## src/rtl/rdm_pkg.sv

```systemverilog
package rdm_pkg;

   // per-block verdict code; 2'b11 is never produced
   typedef enum logic [1:0] {
      BLK_UNKNOWN = 2'b00,
      BLK_GOOD    = 2'b01,
      BLK_BAD     = 2'b10
   } blk_state_e;

   localparam int unsigned ST_W = 2;

endpackage

```

## src/rtl/rdm_pass.sv

```systemverilog
// One marking pass, evaluated for all blocks in parallel from the
// verdicts held at the start of the pass.
module rdm_pass
   import rdm_pkg::*;
#(
   parameter int unsigned N_BLK = 6
) (
   input  logic [N_BLK*ST_W-1:0] cur_st,
   input  logic [N_BLK-2:0]      cmp,
   output logic [N_BLK*ST_W-1:0] nxt_st,
   output logic                  changed
);

   generate
      if (N_BLK < 2) begin : g_bad_n
         $error("rdm_pass: N_BLK must be at least 2");
      end
   endgenerate

   genvar k;
   generate
      for (k = 0; k < N_BLK; k++) begin : g_blk
         logic left_good, left_res, right_good, right_res, seed;
         logic to_good, to_bad;
         logic [ST_W-1:0] here;

         assign here = cur_st[k*ST_W +: ST_W];

         if (k == 0) begin : g_no_left
            assign left_good = 1'b0;
            assign left_res  = 1'b0;
         end else begin : g_left
            assign left_good = (cur_st[(k-1)*ST_W +: ST_W] == BLK_GOOD);
            assign left_res  = cmp[k-1];
         end

         if (k == N_BLK-1) begin : g_no_right
            assign right_good = 1'b0;
            assign right_res  = 1'b0;
         end else begin : g_right
            assign right_good = (cur_st[(k+1)*ST_W +: ST_W] == BLK_GOOD);
            assign right_res  = cmp[k];
         end

         if (k > 0 && k < N_BLK-1) begin : g_interior
            assign seed = !cmp[k-1] && !cmp[k];
         end else begin : g_edge
            assign seed = 1'b0;
         end

         assign to_good = seed
                        | (left_good  & !left_res)
                        | (right_good & !right_res);
         assign to_bad  = (left_good  & left_res)
                        | (right_good & right_res);

         always_comb begin
            if (here != BLK_UNKNOWN)
               nxt_st[k*ST_W +: ST_W] = here;
            else if (to_good)
               nxt_st[k*ST_W +: ST_W] = BLK_GOOD;
            else if (to_bad)
               nxt_st[k*ST_W +: ST_W] = BLK_BAD;
            else
               nxt_st[k*ST_W +: ST_W] = BLK_UNKNOWN;
         end
      end
   endgenerate

   assign changed = (nxt_st != cur_st);

endmodule

```

## src/rtl/rdm_judge.sv

```systemverilog
// Flag evaluation over a set of verdicts and the captured comparators.
module rdm_judge
   import rdm_pkg::*;
#(
   parameter int unsigned N_BLK = 6
) (
   input  logic [N_BLK*ST_W-1:0] st,
   input  logic [N_BLK-2:0]      cmp,
   output logic                  incons,
   output logic                  all_marked
);

   logic [N_BLK-2:0] clash;
   logic [N_BLK-1:0] marked;

   genvar k;
   generate
      for (k = 0; k < N_BLK-1; k++) begin : g_cmp
         logic [ST_W-1:0] a, b;
         logic both_good, split;
         assign a = st[k*ST_W +: ST_W];
         assign b = st[(k+1)*ST_W +: ST_W];
         assign both_good = (a == BLK_GOOD) && (b == BLK_GOOD);
         assign split     = ((a == BLK_GOOD) && (b == BLK_BAD))
                         || ((a == BLK_BAD)  && (b == BLK_GOOD));
         assign clash[k]  = cmp[k] ? both_good : split;
      end
      for (k = 0; k < N_BLK; k++) begin : g_mark
         assign marked[k] = (st[k*ST_W +: ST_W] != BLK_UNKNOWN);
      end
   endgenerate

   assign incons     = |clash;
   assign all_marked = &marked;

endmodule

```

## src/rtl/rdm_seq.sv

```systemverilog
// Run control: accepts start, counts passes, decides the final pass.
module rdm_seq #(
   parameter int unsigned N_BLK = 6
) (
   input  logic                          clk,
   input  logic                          rst_n,
   input  logic                          start,
   input  logic                          changed,
   output logic                          busy,
   output logic                          load,
   output logic                          step,
   output logic                          fin,
   output logic                          done,
   output logic [$clog2(N_BLK+1)-1:0]    pass_cnt
);

   localparam int unsigned PW = $clog2(N_BLK + 1);
   localparam logic [PW-1:0] LAST_PASS = PW'(N_BLK - 1);

   logic          run_q;
   logic          done_q;
   logic [PW-1:0] pass_q;

   assign load = start && !run_q;
   assign step = run_q;
   assign fin  = run_q && (!changed || (pass_q == LAST_PASS));

   always_ff @(posedge clk) begin
      if (!rst_n) begin
         run_q  <= 1'b0;
         done_q <= 1'b0;
         pass_q <= '0;
      end else begin
         done_q <= fin;
         if (load) begin
            run_q  <= 1'b1;
            pass_q <= '0;
         end else if (run_q) begin
            pass_q <= pass_q + 1'b1;
            if (fin)
               run_q <= 1'b0;
         end
      end
   end

   assign busy     = run_q;
   assign done     = done_q;
   assign pass_cnt = pass_q;

endmodule

```

## src/rtl/row_diag_engine.sv

```systemverilog
module row_diag_engine
   import rdm_pkg::*;
#(
   parameter int unsigned N_BLK = 6
) (
   input  logic                   clk,
   input  logic                   rst_n,
   input  logic                   start,
   input  logic [N_BLK-2:0]       cmp_in,
   output logic [2*N_BLK-1:0]     blk_status,
   output logic                   done,
   output logic                   inconsistent,
   output logic                   unique_diag
);

   localparam int unsigned SW = N_BLK * ST_W;
   localparam int unsigned PW = $clog2(N_BLK + 1);

   generate
      if (N_BLK < 2) begin : g_bad_n
         $error("row_diag_engine: N_BLK must be at least 2");
      end
   endgenerate

   logic [N_BLK-2:0] cmp_q;
   logic [SW-1:0]    st_q;
   logic [SW-1:0]    st_nxt;
   logic             changed;
   logic             busy, load, step, fin;
   logic [PW-1:0]    pass_cnt;
   logic             inc_nxt, all_nxt;
   logic             inc_q, uni_q;

   rdm_pass #(.N_BLK(N_BLK)) u_pass (
      .cur_st  (st_q),
      .cmp     (cmp_q),
      .nxt_st  (st_nxt),
      .changed (changed)
   );

   rdm_judge #(.N_BLK(N_BLK)) u_judge (
      .st         (st_nxt),
      .cmp        (cmp_q),
      .incons     (inc_nxt),
      .all_marked (all_nxt)
   );

   rdm_seq #(.N_BLK(N_BLK)) u_seq (
      .clk      (clk),
      .rst_n    (rst_n),
      .start    (start),
      .changed  (changed),
      .busy     (busy),
      .load     (load),
      .step     (step),
      .fin      (fin),
      .done     (done),
      .pass_cnt (pass_cnt)
   );

   always_ff @(posedge clk) begin
      if (!rst_n) begin
         cmp_q <= '0;
         st_q  <= '0;
         inc_q <= 1'b0;
         uni_q <= 1'b0;
      end else if (load) begin
         cmp_q <= cmp_in;
         st_q  <= '0;
         inc_q <= 1'b0;
         uni_q <= 1'b0;
      end else if (step) begin
         st_q <= st_nxt;
         if (fin) begin
            inc_q <= inc_nxt;
            uni_q <= all_nxt;
         end
      end
   end

   assign blk_status   = st_q;
   assign inconsistent = inc_q;
   assign unique_diag  = uni_q;

endmodule

```

## config.mk

```make
export PLATFORM = sky130hd
export DESIGN_NAME = row_diag_engine
export DESIGN_NICKNAME = d
export VERILOG_FILES = /design/src/rtl/rdm_pkg.sv /design/src/rtl/rdm_pass.sv /design/src/rtl/rdm_judge.sv /design/src/rtl/rdm_seq.sv /design/src/rtl/row_diag_engine.sv
export SDC_FILE = /design/constraint.sdc
export NUM_CORES = 1
export LEC_CHECK = 0
export CAP_MARGIN = 20
export CORE_UTILIZATION = 25
export CTS_CLUSTER_DIAMETER = 200
export DETAILED_ROUTE_END_ITERATION = 8
export GPL_TIMING_DRIVEN = 0
export PLACE_DENSITY_LB_ADDON = 0.05
export RECOVER_POWER = 25
export SLEW_MARGIN = 20
export SYNTH_ARGS = -nofsm -noshare
export SYNTH_HDL_FRONTEND = slang
export SYNTH_SLANG_ARGS = --single-unit
```

## constraint.sdc

```tcl
create_clock -name clk -period 3 [get_ports clk]
set_input_delay 0.9 -clock clk [delete_from_list [all_inputs] [get_ports clk]]
set_output_delay 0.9 -clock clk [all_outputs]
set_load 0.01 [all_outputs]
```

==> impl_metrics.json <==
{
  "cap_violations": 0,
  "grt.overflow.total": 0,
  "wl_per_cell_um": 14.9,
  "end_kind": "flip-flop",
  "synthFlopType": "dfxtp_1",
  "die_w_um": 81.6,
  "yosysUniqueCellTypes": 56,
  "post_cts_buffers": 0,
  "grt_setup_unrepaired": "no",
  "grt_util_all_layers_pct": 14.9,
  "synth_area_um2": 1580,
  "numCtsBuffers": 3,
  "max_freq_ghz": 0.385,
  "critPathArrivalTime_ps": 2760,
  "min_period_ps": 2600,
  "crit_top_cell": "clkbuf_1",
  "fin_nets": 235,
  "fp-row-count": 28,
  "pwr_density_cell_nw_per_um2": 428,
  "clock_tree.root_cell": "clkbuf_8",
  "diodes": 0,
  "netlist.area_leader.share_pct": 30.4,
  "initial_core_util_pct": 26.3,
  "async_flop_share_pct": 0,
  "p_leak_uw": 0.000675,
  "syn_avg_cell_area_um2": 7.99,
  "min_period_over_period_pct": 86.7,
  "die_h_um": 81.6,
  "grt_pass1_wl_um": 7470,
  "ir_drop_uv": 176,
  "cts.repair.resized": 0,
  "grt_pass1_vias": 1442,
  "hold_path_class": "reg2reg",
  "vias_per_cell": 4.93,
  "drc": 0,
  "tritoncts": "built",
  "core_area_um2": 6030,
  "final.setup.tns_ps": 0,
  "start_kind": "input port",
  "dpl.hpwl_um": 3330,
  "cp_top_family": "buffers and inverters",
  "first_pass_iters": 4,
  "grt_antenna_before_repair": 0,
  "setup_viol": 0,
  "cp_num_buf_inv": 4,
  "globalplace.congestion": 0.763,
  "cts_hold_buf": 0,
  "cts.path.max_buffers": 2,
  "synth_seq_area_share_pct": 30.4,
  "synth_warnings": 0,
  "synth_edf_count": 0,
  "worst_pin_slew_ps": 649,
  "critPathRequiredTime_ps": 3160,
  "htreeDepth": 1,
  "worstPathCellList": "dlygate4sd3_1, nor2b_1, clkbuf_1, or2b_2, buf_6, clkbuf_1, nor2_1",
  "areaGrowthSynthToFinish_pct": 23.5,
  "drive_above_1_share_pct": 11.6,
  "path_clk_slew_ps": 100,
  "clock_skew_ps": 2.13,
  "port_buffers": 22,
  "wl_um": 4460,
  "critPathKind": "in2reg",
  "die-area_um2": 6650,
  "synth_seq_cells": 24,
  "synth.area.top_cells": "dfxtp_1 (30%), nor2_1 (8.3%), buf_6 (3.6%)",
  "drv_slew": 0,
  "crit_slowest_cell": "dlygate4sd3_1",
  "synth_top_area_cell": "dfxtp_1",
  "status": "finished clean",
  "ioPinCount": 23,
  "max_slew_margin_pct": 56.4,
  "postSynthCellCount": 198,
  "via_count": 1475,
  "grt_max_degree": 15,
  "first_iter_violations": 65,
  "syn_nets": 208,
  "clock-sinks": 24,
  "critPathMaxStageDelay_ps": 540,
  "finalHoldViolCount": 0,
  "insertion_delay_ps": 280,
  "worstPathMaxFanout": 10,
  "whs_ps": 501,
  "antenna_left": 0
}
final timing paths:
kind	startpoint	end	slack, ps	cells after the start
min	inconsistent	inconsistent	500	2
max	start	blk_status[7]	400	7
max reg2reg	blk_status[6]	unique_diag	810	7
min reg2reg	inconsistent	inconsistent	500	2
worst register-to-register path, stage by stage (launching register included):
cell,delay [ps]
dfxtp_1,320
buf_2,180
nor2b_1,190
o31ai_1,300
o311ai_1,160
o31ai_1,610
mux2i_1,250
nor2_1,50
cell families (layout without fill, tap and decap cells):
group	count (synthesis)	count (layout)	synth area share, %
and+or+nand+nor	82	82	28.1
AOI/OAI and AO/OA	56	56	25.9
buffers and inverters	28	54	10.4
DFF	24	24	30.4
muxes	4	4	2.53
adders and majority gates	2	2	1.58
xor gates and xnor gates	2	2	1.11
cells in the mapped netlist (all sizes together) (2+ instances only):
master and instances:
or4 2, nor3 4, o21ai 12, nor4b 2, o31ai 2, o22ai 2, nor2 36, o211ai 3
nand2 3, nor4 2, ha 2, nand2b 5, nor2b 10, and3 2, dfxtp 24, nand3 3
clkbuf 6, mux2i 4, inv 12, a41oi 2, and2 2, nor3b 6, buf 10, a21oi 11
a31oi 8, a211oi 3, a311oi 2
metrics by stage:
step	utilization [%]	std cells	power [uW]	cell area [um2]	setup WS [ps]
2_1_floorplan	-	198	481	1580	991
3_3_place_gp	31.5	295	544	1900	123
3_5_place_dp	31.5	295	542	1900	109
4_1_cts	32.7	299	850	1970	411
5_1_grt	32.4	299	884	1950	261
6_report	32.4	299	837	1950	400
cells in the final DEF (no fill, tap or decap), types with 4 or more instances in the layout:
master	netlist	final
nand2b_1	5	5
nor3b_1	6	6
a31oi_1	8	8
mux2i_1	4	4
clkbuf_8	1	4
inv_1	11	11
o21ai_0	9	9
clkbuf_1	5	5
a21oi_1	11	11
nor3_1	4	4
clkdlybuf4s50_1	0	19
nor2b_1	8	8
dfxtp_1	24	24
buf_6	5	5
nor2_1	35	35
state kept, by name, summed over array words and instances, names as in the netlist:
signal	count
unique_diag	1
inconsistent	1
cmp_q	5
blk_status	12
u_seq.done	1
u_seq.busy	1
u_seq.pass_cnt	3
cell type report:
cell class / count / area, um2
plain buffers: 16 / 119
clock buffers: 3 / 41.3
clock inverters: 1 / 30.0
fillers: 678 / 4070
inverters: 12 / 45.0
multi-input cells: 146 / 925
flip-flops and latches: 24 / 480
well taps: 75 / 93.8
repair buffers: 22 / 220
per-layer routing:
metal	global-route usage (%)	up-vias	wire length, um
met4	3.68	0	44
met1	21.0	690	2310
met5	0	-	0
met2	24.2	20	2020
met3	1.33	5	82
li1	-	760	-
power by group:
part	total, uW	internal [uW]	switching (uW)
Clock	306	179	127
Combinational	188	84.0	104
Sequential	343	331	11.9
Power figures use the tool's default switching activity.
